===== config.mk =====
export PLATFORM = sky130hd
export DESIGN_NAME = uart_dma_req
export DESIGN_NICKNAME = d
export VERILOG_FILES = /design/src/rtl/uart_dmareq_pkg.sv /design/src/rtl/uart_dmareq_cond.sv /design/src/rtl/uart_dmareq_chan.sv /design/src/rtl/uart_dma_req.sv
export SDC_FILE = /design/constraint.sdc
export NUM_CORES = 1
export LEC_CHECK = 0
export BUFFER_PORTS_ARGS = -buffer_cell sky130_fd_sc_hd__buf_2
export CAP_MARGIN = 20
export CELL_PAD_IN_SITES_DETAIL_PLACEMENT = 0
export CELL_PAD_IN_SITES_GLOBAL_PLACEMENT = 1
export CORE_UTILIZATION = 27
export DETAILED_ROUTE_END_ITERATION = 7
export PLACE_DENSITY = 0.77
export RECOVER_POWER = 50
export SETUP_SLACK_MARGIN = 0.4
export SYNTH_ARGS = -nofsm -noshare
export SYNTH_HDL_FRONTEND = slang
export SYNTH_SLANG_ARGS = --single-unit
export TNS_END_PERCENT = 5

===== constraint.sdc =====
create_clock -name clk -period 2.55 [get_ports clk]
set_clock_uncertainty 0.15 [all_clocks]
set_input_delay 0.3825 -clock clk [delete_from_list [all_inputs] [get_ports clk]]
set_output_delay 0.3825 -clock clk [all_outputs]
set_load 0.01 [all_outputs]

===== src/rtl/uart_dmareq_pkg.sv =====
// Shared helpers for the UART DMA request generator.
// Assumes the watermark select is a 3-bit code. Codes 0..4 map to 1/8,
// 1/4, 1/2, 3/4 and 7/8. Every other code is treated as 1/2.
package uart_dmareq_pkg;

    typedef enum logic [2:0] {
        WM_EIGHTH    = 3'd0,
        WM_QUARTER   = 3'd1,
        WM_HALF      = 3'd2,
        WM_3QUARTER  = 3'd3,
        WM_7EIGHTH   = 3'd4
    } wm_sel_e;

    // Return the watermark fraction in eighths of the FIFO depth.
    function automatic int unsigned wm_eighths(input logic [2:0] sel);
        case (sel)
            WM_EIGHTH:   return 1;
            WM_QUARTER:  return 2;
            WM_HALF:     return 4;
            WM_3QUARTER: return 6;
            WM_7EIGHTH:  return 7;
            default:     return 4;
        endcase
    endfunction

endpackage


===== src/rtl/uart_dmareq_cond.sv =====
// Condition decoder for one direction.
// For receive, the burst length is DEPTH*frac filled entries. For transmit,
// it is DEPTH - DEPTH*frac free entries. With fifo_en low the FIFO is
// treated as one entry deep, and the burst condition is forced low.
// Assumes count <= DEPTH.
module uart_dmareq_cond
    import uart_dmareq_pkg::*;
#(
    parameter int unsigned DEPTH = 16,
    parameter bit          IS_RX = 1'b1,
    localparam int unsigned CW   = $clog2(DEPTH + 1)
) (
    input  logic [CW-1:0] count,
    input  logic [2:0]    wm_sel,
    input  logic          fifo_en,
    output logic          single_cond,
    output logic          burst_cond
);
    localparam int unsigned LW = CW + 1;

    logic [LW-1:0] level;   // filled entries needed (rx) or free entries needed (tx)
    logic [LW-1:0] free;    // free entries in full-depth mode

    // Derive the burst length for this direction from the watermark select.
    always_comb begin
        if (IS_RX) level = LW'((DEPTH * wm_eighths(wm_sel)) / 8);
        else       level = LW'(DEPTH - (DEPTH * wm_eighths(wm_sel)) / 8);
        free = LW'(DEPTH) - LW'(count);
    end

    generate
        if (IS_RX) begin : g_rx
            // The receive single condition is the same at either depth.
            always_comb begin
                single_cond = (count != '0);
                burst_cond  = fifo_en && (LW'(count) >= level);
            end
        end else begin : g_tx
            // The transmit single condition depends on the effective depth.
            always_comb begin
                single_cond = fifo_en ? (free != '0) : (count == '0);
                burst_cond  = fifo_en && (free >= level);
            end
        end
    endgenerate

endmodule


===== src/rtl/uart_dmareq_chan.sv =====
// Sticky request pair for one direction.
// A request is set when its condition holds and is held until clr is seen.
// gate low clears both requests. burst_en low clears only the burst one.
// Assumes the inputs are synchronous to clk.
module uart_dmareq_chan (
    input  logic clk,
    input  logic rst_n,
    input  logic gate,
    input  logic burst_en,
    input  logic clr,
    input  logic single_cond,
    input  logic burst_cond,
    output logic sreq,
    output logic breq
);
    // Hold or set the single request; clear it on clr or a closed gate.
    always_ff @(posedge clk) begin
        if (!rst_n)                sreq <= 1'b0;
        else if (!gate || clr)     sreq <= 1'b0;
        else if (single_cond)      sreq <= 1'b1;
    end

    // Same for the burst request, which also needs burst_en.
    always_ff @(posedge clk) begin
        if (!rst_n)                          breq <= 1'b0;
        else if (!gate || !burst_en || clr)  breq <= 1'b0;
        else if (burst_cond)                 breq <= 1'b1;
    end

endmodule


===== src/rtl/uart_dma_req.sv =====
// UART DMA request generator: single and burst requests for each direction.
// Builds the per-direction gates (UART enable, DMA enable and, for receive,
// the error mask) and feeds a condition decoder and a sticky pair per side.
// Assumes the fill counts are at most DEPTH.
module uart_dma_req #(
    parameter int unsigned DEPTH = 16,
    localparam int unsigned CW   = $clog2(DEPTH + 1)
) (
    input  logic          clk,
    input  logic          rst_n,
    input  logic          uart_en,
    input  logic          fifo_en,
    input  logic          rx_dma_en,
    input  logic          tx_dma_en,
    input  logic          dma_on_err,
    input  logic          rx_err_irq,
    input  logic [2:0]    rx_wm_sel,
    input  logic [2:0]    tx_wm_sel,
    input  logic [CW-1:0] rx_count,
    input  logic [CW-1:0] tx_count,
    input  logic          rx_dma_clr,
    input  logic          tx_dma_clr,
    output logic          rx_sreq,
    output logic          rx_breq,
    output logic          tx_sreq,
    output logic          tx_breq
);
    logic rx_gate, tx_gate;
    logic rx_sc, rx_bc, tx_sc, tx_bc;

    // Direction gates; the receive side is also masked by the error interrupt.
    always_comb begin
        rx_gate = uart_en && rx_dma_en && !(dma_on_err && rx_err_irq);
        tx_gate = uart_en && tx_dma_en;
    end

    uart_dmareq_cond #(.DEPTH(DEPTH), .IS_RX(1'b1)) u_rx_cond (
        .count(rx_count), .wm_sel(rx_wm_sel), .fifo_en(fifo_en),
        .single_cond(rx_sc), .burst_cond(rx_bc)
    );

    uart_dmareq_cond #(.DEPTH(DEPTH), .IS_RX(1'b0)) u_tx_cond (
        .count(tx_count), .wm_sel(tx_wm_sel), .fifo_en(fifo_en),
        .single_cond(tx_sc), .burst_cond(tx_bc)
    );

    uart_dmareq_chan u_rx_chan (
        .clk(clk), .rst_n(rst_n), .gate(rx_gate), .burst_en(fifo_en),
        .clr(rx_dma_clr), .single_cond(rx_sc), .burst_cond(rx_bc),
        .sreq(rx_sreq), .breq(rx_breq)
    );

    uart_dmareq_chan u_tx_chan (
        .clk(clk), .rst_n(rst_n), .gate(tx_gate), .burst_en(fifo_en),
        .clr(tx_dma_clr), .single_cond(tx_sc), .burst_cond(tx_bc),
        .sreq(tx_sreq), .breq(tx_breq)
    );

endmodule


==> results of run 1 <==
[repair_timing]
| action | 4_1_cts | 5_1_grt |
|---|---|---|
| gates resized for setup | 0 | 1 |
| setup endpoints to repair | 0 | 1 |
| hold buffers | 0 | 0 |
[per-layer routing]
metal,vias to the layer above,global-route usage [%],routed length (microns)
met5,-,0,0
met4,0,7.50,0
met3,0,2.50,93
met2,22,22.1,523
met1,221,13.1,452
li1,277,-,-
[cell usage in the layout, fill, tap and decap left out]
cell / instances
clkbuf_1: 4
o311a_1: 1
nor3b_1: 1
inv_1: 9
a31o_2: 1
or4_1: 2
o211ai_1: 1
a21oi_1: 2
ha_1: 10
conb_1: 1
nor4_1: 1
nor2_1: 3
nand4b_1: 2
buf_2: 25
a211oi_1: 2
mux2i_1: 1
a21o_1: 1
dfxtp_1: 4
nand2b_1: 3
clkbuf_4: 3
o31a_1: 1
nor3_1: 2
a211o_1: 1
o21ai_0: 2
nand2_1: 5
xnor2_1: 2
a311oi_2: 1
[sequential cells by signal, indices dropped and copies added (netlist names)]
register	cells
u_tx_chan.sreq	1
u_rx_chan.breq	1
u_rx_chan.sreq	1
u_tx_chan.breq	1
[cell usage after synthesis, drive strengths merged]
| master | n | share of area [%] |
|---|---|---|
| a31o | 1 | 1.9 |
| dfxtp | 4 | 17 |
| nor2 | 3 | 2.4 |
| a211oi | 2 | 3.2 |
| a21o | 1 | 1.6 |
| nand2 | 5 | 4.0 |
| nor4 | 1 | 1.3 |
| o211ai | 1 | 1.6 |
| conb | 1 | 0.80 |
| nor3 | 2 | 2.1 |
| nand2b | 3 | 4.0 |
| nor3b | 1 | 1.6 |
| o31a | 1 | 1.9 |
| a21oi | 2 | 2.1 |
| o21ai | 2 | 2.1 |
| xnor2 | 2 | 3.7 |
| nand4b | 2 | 3.7 |
| mux2i | 1 | 2.1 |
| a211o | 1 | 1.9 |
| a311oi | 1 | 1.9 |
| inv | 9 | 7.2 |
| ha | 10 | 27 |
| o311a | 1 | 2.1 |
| or4 | 2 | 3.2 |
[report_power, final]
part / total (mW) / switching, mW / internal [mW]
sequential: 0.0646 / 0.000610 / 0.0640
combinational: 0.0740 / 0.0362 / 0.0377
clock: 0.0798 / 0.0270 / 0.0527
[worst min-delay path by stage]
| stage | startpoint | to | slack (ps) |
|---|---|---|---|
| after floorplan | fifo_en | u_rx_chan.breq | 360 |
| after CTS | rx_count[4] | u_rx_chan.sreq | 220 |
| after global routing | rx_count[4] | u_rx_chan.sreq | 250 |
| after detailed placement | u_rx_chan.breq | u_rx_chan.breq | 350 |
| after global placement | u_rx_chan.breq | u_rx_chan.breq | 340 |
| final | rx_count[4] | u_rx_chan.sreq | 230 |
[through the flow]
step	power, mW	area (sq um)	hold WS, ps	worst slack, ps
global route	0.236	659	246	418
detailed placement	0.140	636	355	240
global placement	0.138	636	340	302
finish	0.218	659	232	516
floorplan	0.105	470	364	470
CTS	0.224	658	224	493
[final cells by class]
type	count	area share, %
multi-input combinational	46	55.0
tap	16	3.04
timing repair buffer	29	21.3
clock buffer	3	3.42
sequential	4	12.1
inverter	9	5.12
[logic make-up (layout without fill, tap and decap cells)]
group / after synthesis / after routing / share of synthesized area (%)
AO/OA/AOI/OAI: 13 / 13 / 20.2
XOR/XNOR: 2 / 2 / 3.72
adder cells (fa/ha/maj): 10 / 10 / 26.6
buffers and inverters: 9 / 41 / 7.18
flip-flops: 4 / 4 / 17.0
multiplexers: 1 / 1 / 2.13
other: 1 / 1 / 0.797
AND/OR/NAND/NOR: 19 / 19 / 22.3
==> reports/summary.txt, run 1 <==
status: finished with violations
failing checks: DRC
Max VDD drop: 0.0873 mV
Power Dens Cells: 331 nW/um^2
Total Routing Usage GR: 12.3%
max-cap violation count: 0
number of routed nets with antenna violations: 0
CTS clk-pin slew, worst paths: 40 ps
Cell Area, Synth: 470 sq um
final hold violation count: 0
1st-pass router iterations: 5
post-DP HPWL: 950 microns
Slowest-stage cell, CP: ha_1
CP delay by family, top: adder cells
CTS Buf Count: 3
cells along the critical path: buf_2 > inv_1 > ha_1 > nor3b_1 > ha_1 > inv_1 > ha_1 > o211ai_1 > a31o_2 > a311oi_2
Levels on crit path: 10
worst r2r dst: u_rx_chan.sreq
worst path bufs/invs: 3
Synth Area per Inst: 7.97 sq um
H-tree Lvls: 1
Crit path largest cell delay: 280 ps
DR DRC count: 3
unrepaired setup endpoints after global routing: no
final period utilization: 79.8%
CP startpoint: tx_count[0]
Final Non-Filler Cells: 107
Critical Path AT: 2040 ps
most frequent CP cell: ha_1
CTS sink count: 4
placer congestion estimate: 0.764
# IOs: 30
multi-input logic area: 363 sq um
Fmax: 0.492 GHz
Final TNS setup: 0 ps
worst-case reg-to-reg path depth: 2
final core occ: 42.3%
#FFs+latches synth: 4
min-delay worst type: input port to flip-flop
Cell variety after synth: 24
vias in the first global route: 470
Critical path destination: u_tx_chan.breq
via density per instance: 4.86
core area: 1560 sq um
die area: 1910 sq um
synth warn: 0
CTS tree: built
critical path class: input port to flip-flop
largest net degree at the start of global routing: 5
Inst Count DP: 104
initial core utilization: 30.2%
WL/cell: 9.99 microns
syn_nets: 95
Crit path required time: 2550 ps
Filler cells: 173
FF-to-FF Start: u_rx_chan.sreq
CTS root buf: clkbuf_4
cells after synthesis: 59
number of diodes: 0
global-route wire length before repair: 1730 microns
fin crit period: 2030 ps
port buffer count: 29
Die Width: 43.7 microns
CP endpoint kind: flip-flop
Startpoint Class: input port
worst hold stages: 2
Pins Over Slew Limit: 0
register area: 80.1 sq um
Die H: 43.7 microns
total number of vias: 520
sequential share of the synthesized area: 17.0%
row count: 14
initial antenna violation count: 0
final WL: 1070 microns
post-CTS setup buffers: 0
layout cell share with drive strength beyond 1: 33.0%
setup violators final: 0
flop2flop setup slack: 1230 ps
LEAKAGE: 0.352 nW
GR Overflow Total: 0
drt initial violations: 8
CP Max Fanout: 4
CTS max path bufs: 2
Area Growth Syn to Fin: 40.2%
Final nets: 129
clock latency on the worst-skew pair: 230 ps
(Power assumes the default switching activity.)
==> run 2: changes to the inputs <==
--- a/config.mk
+++ b/config.mk
@@ -9,9 +9,9 @@
 export CAP_MARGIN = 20
 export CELL_PAD_IN_SITES_DETAIL_PLACEMENT = 0
 export CELL_PAD_IN_SITES_GLOBAL_PLACEMENT = 1
-export CORE_UTILIZATION = 27
+export CORE_UTILIZATION = 24
 export DETAILED_ROUTE_END_ITERATION = 7
-export PLACE_DENSITY = 0.77
+export PLACE_DENSITY = 0.72
 export RECOVER_POWER = 50
 export SETUP_SLACK_MARGIN = 0.4
 export SYNTH_ARGS = -nofsm -noshare
==> constraint.sdc (replaced) <==
create_clock -name clk -period 1.7 [get_ports clk]
set_clock_uncertainty 0.15 [all_clocks]
set_input_delay 0.255 -clock clk [delete_from_list [all_inputs] [get_ports clk]]
set_output_delay 0.255 -clock clk [all_outputs]
set_load 0.01 [all_outputs]
==> run 2 against run 1 <==
Against the previous run:
- the flow finishes with violations (setup timing)
- worst setup slack got worse by 560 ps
- sequential share of layout area decreased by 2.8 points
- worst hold slack got worse by 110 ps
- non-clock buffer count increased by 10
- register-to-register slack got worse by 860 ps
- critical path depth unchanged
- die area increased by 12%
- sequential power increased by 50%
- critical path type unchanged
- critical endpoint unchanged
- largest power group is now combinational logic
- highest routed layer unchanged
==> reports/summary.txt, run 2 (synthesis results as in run 1) <==
fin crit period: 1750 ps
GR Overflow Total: 0 (unchanged)
final period utilization: 103%
clock latency on the worst-skew pair: 230 ps (about the same)
Die Width: 46.3 microns (was 43.7 microns)
row count: 15 (was 14)
status: finished with violations (unchanged)
port buffer count: 29 (unchanged)
CTS max path bufs: 2 (unchanged)
final core occ: 48.9% (was 42.3%)
layout cell share with drive strength beyond 1: 53.5% (was 33.0%)
Area Growth Syn to Fin: 85.4% (was 40.2%)
LEAKAGE: 0.432 nW (was 0.352 nW)
1st-pass router iterations: 2 (was 5)
Filler cells: 170 (was 173)
unrepaired setup endpoints after global routing: yes (was no)
setup violators final: 1 (was 0)
Total Routing Usage GR: 13.2% (was 12.3%)
Clk pwr share: 31.0% (was 36.5%)
Max VDD drop: 0.181 mV (was 0.0873 mV)
Startpoint Class: input port (unchanged)
placer congestion estimate: 0.699 (was 0.764)
CTS clk-pin slew, worst paths: 40 ps (about the same)
CTS tree: built (unchanged)
failing checks: setup timing (was DRC)
Pins Over Slew Limit: 0 (unchanged)
critical path class: input port to flip-flop (unchanged)
CP Max Fanout: 2 (was 4)
CTS sink count: 4 (unchanged)
DP Area: 759 sq um (was 636 sq um)
drt initial violations: 4 (was 8)
min setup slack post-route: -48.4 ps (was 516 ps)
Critical Path AT: 1740 ps (was 2040 ps)
Comb pwr share: 43.2% (was 33.9%)
CTS Buf Count: 3 (unchanged)
post-DP HPWL: 1010 microns (was 950 microns)
total number of vias: 578 (was 520)
Post-CTS Hold Fix Bufs: 0 (unchanged)
final hold slack: 125 ps (was 232 ps)
most frequent cells in the layout: buf_2, buf_4, ha_1, inv_1, nand2_1 (was buf_2, ha_1, inv_1, nand2_1)
Inst Count DP: 122 (was 104)
max-cap violation count: 0 (unchanged)
CP endpoint kind: flip-flop (unchanged)
multi-input logic area: 427 sq um (was 363 sq um)
number of routed nets with antenna violations: 0 (unchanged)
WL/cell: 10.1 microns (was 9.99 microns)
Psw: 0.110 mW (was 0.0639 mW)
via density per instance: 4.59 (was 4.86)
min-delay worst type: input port to flip-flop (unchanged)
initial core utilization: 26.4% (was 30.2%)
commonest non-fill, non-tap cell in the layout: buf_2 (unchanged)
Post-Layout Inst Area: 872 sq um (was 659 sq um)
vias in the first global route: 554 (was 470)
number of diodes: 0 (unchanged)
DR DRC count: 0 (was 3)
overall power: 0.377 mW (was 0.218 mW)
Final Non-Filler Cells: 126 (was 107)
global-route wire length before repair: 2010 microns (was 1730 microns)
largest net degree at the start of global routing: 4 (was 5)
register area: 81.3 sq um (was 80.1 sq um)
Final nets: 139 (was 129)
CTS root buf: clkbuf_4 (unchanged)
core area: 1780 sq um (was 1560 sq um)
Crit path required time: 1690 ps (was 2550 ps)
Die H: 46.3 microns (was 43.7 microns)
final hold violation count: 0 (unchanged)
final WL: 1270 microns (was 1070 microns)
initial antenna violation count: 0 (unchanged)
share of power burned in registers: 25.7% (was 29.6%)
Switching Share: 29.1% (was 29.3%)
die area: 2140 sq um (was 1910 sq um)
internal power: 0.267 mW (was 0.154 mW)
H-tree Lvls: 1 (unchanged)
Fmax: 0.572 GHz
Final TNS setup: -48.4 ps (was 0 ps)
pre-CTS setup slack: -400 ps (was 240 ps)
# IOs: 30 (unchanged)
Power Dens Cells: 433 nW/um^2 (was 331 nW/um^2)
-- run 2: cell types whose count changed in the layout (fill, tap and decap cells not counted), sizes merged --
cell,change
clkbuf,-1
buf,+11
-- run 2: what timing repair did --
item	4_1_cts	5_1_grt
setup buffers	0	1
setup endpoints to repair	4	4
gates resized for setup	13	8
pin swaps	9	8
-- run 2: power by group through the flow --
stage / combinational [mW] / sequential [mW] / clock [mW]
3_5_place_dp: 0.138 / 0.0984 / 0
3_3_place_gp: 0.136 / 0.0983 / 0
2_1_floorplan: 0.0661 / 0.0991 / 0
6_report: 0.163 / 0.0971 / 0.117
4_1_cts: 0.151 / 0.0970 / 0.121
5_1_grt: 0.184 / 0.0974 / 0.124
-- run 2: worst paths after layout --
check / start / to / slack (ps) / depth (start not counted)
setup / recovery: tx_count[1] / u_tx_chan.breq / -50 / 10
hold / removal: rx_count[4] / u_rx_chan.sreq / 130 / 2
setup reg to reg: u_rx_chan.sreq / u_rx_chan.sreq / 370 / 2
hold reg to reg: u_rx_chan.breq / u_rx_chan.breq / 360 / 1
-- run 2: final cells by class --
class                      instances  share of cell area (%)
multi-input combinational         46                    48.9
inverter                           9                    6.17
timing repair buffer              39                    29.4
sequential                         4                    9.33
clock buffer                       3                    2.58
tap                               25                    3.59
-- run 2: worst max-delay path: stages --
cell      delay [ps]
buf_12            90
inv_12            30
ha_4             140
nor3b_4          140
ha_1             300
inv_2             50
ha_4             260
o211ai_1          70
a31o_2           220
a311oi_1         190
-- run 2: per-layer routing --
metal,part of all wire (%),wire (microns),global-route usage (%),vias to the layer above
met5,0,0,0,-
met4,0,0,7.06,0
met3,5.9,75,1.18,0
met2,53,668,24.2,23
met1,41,523,14.6,254
li1,-,-,-,301
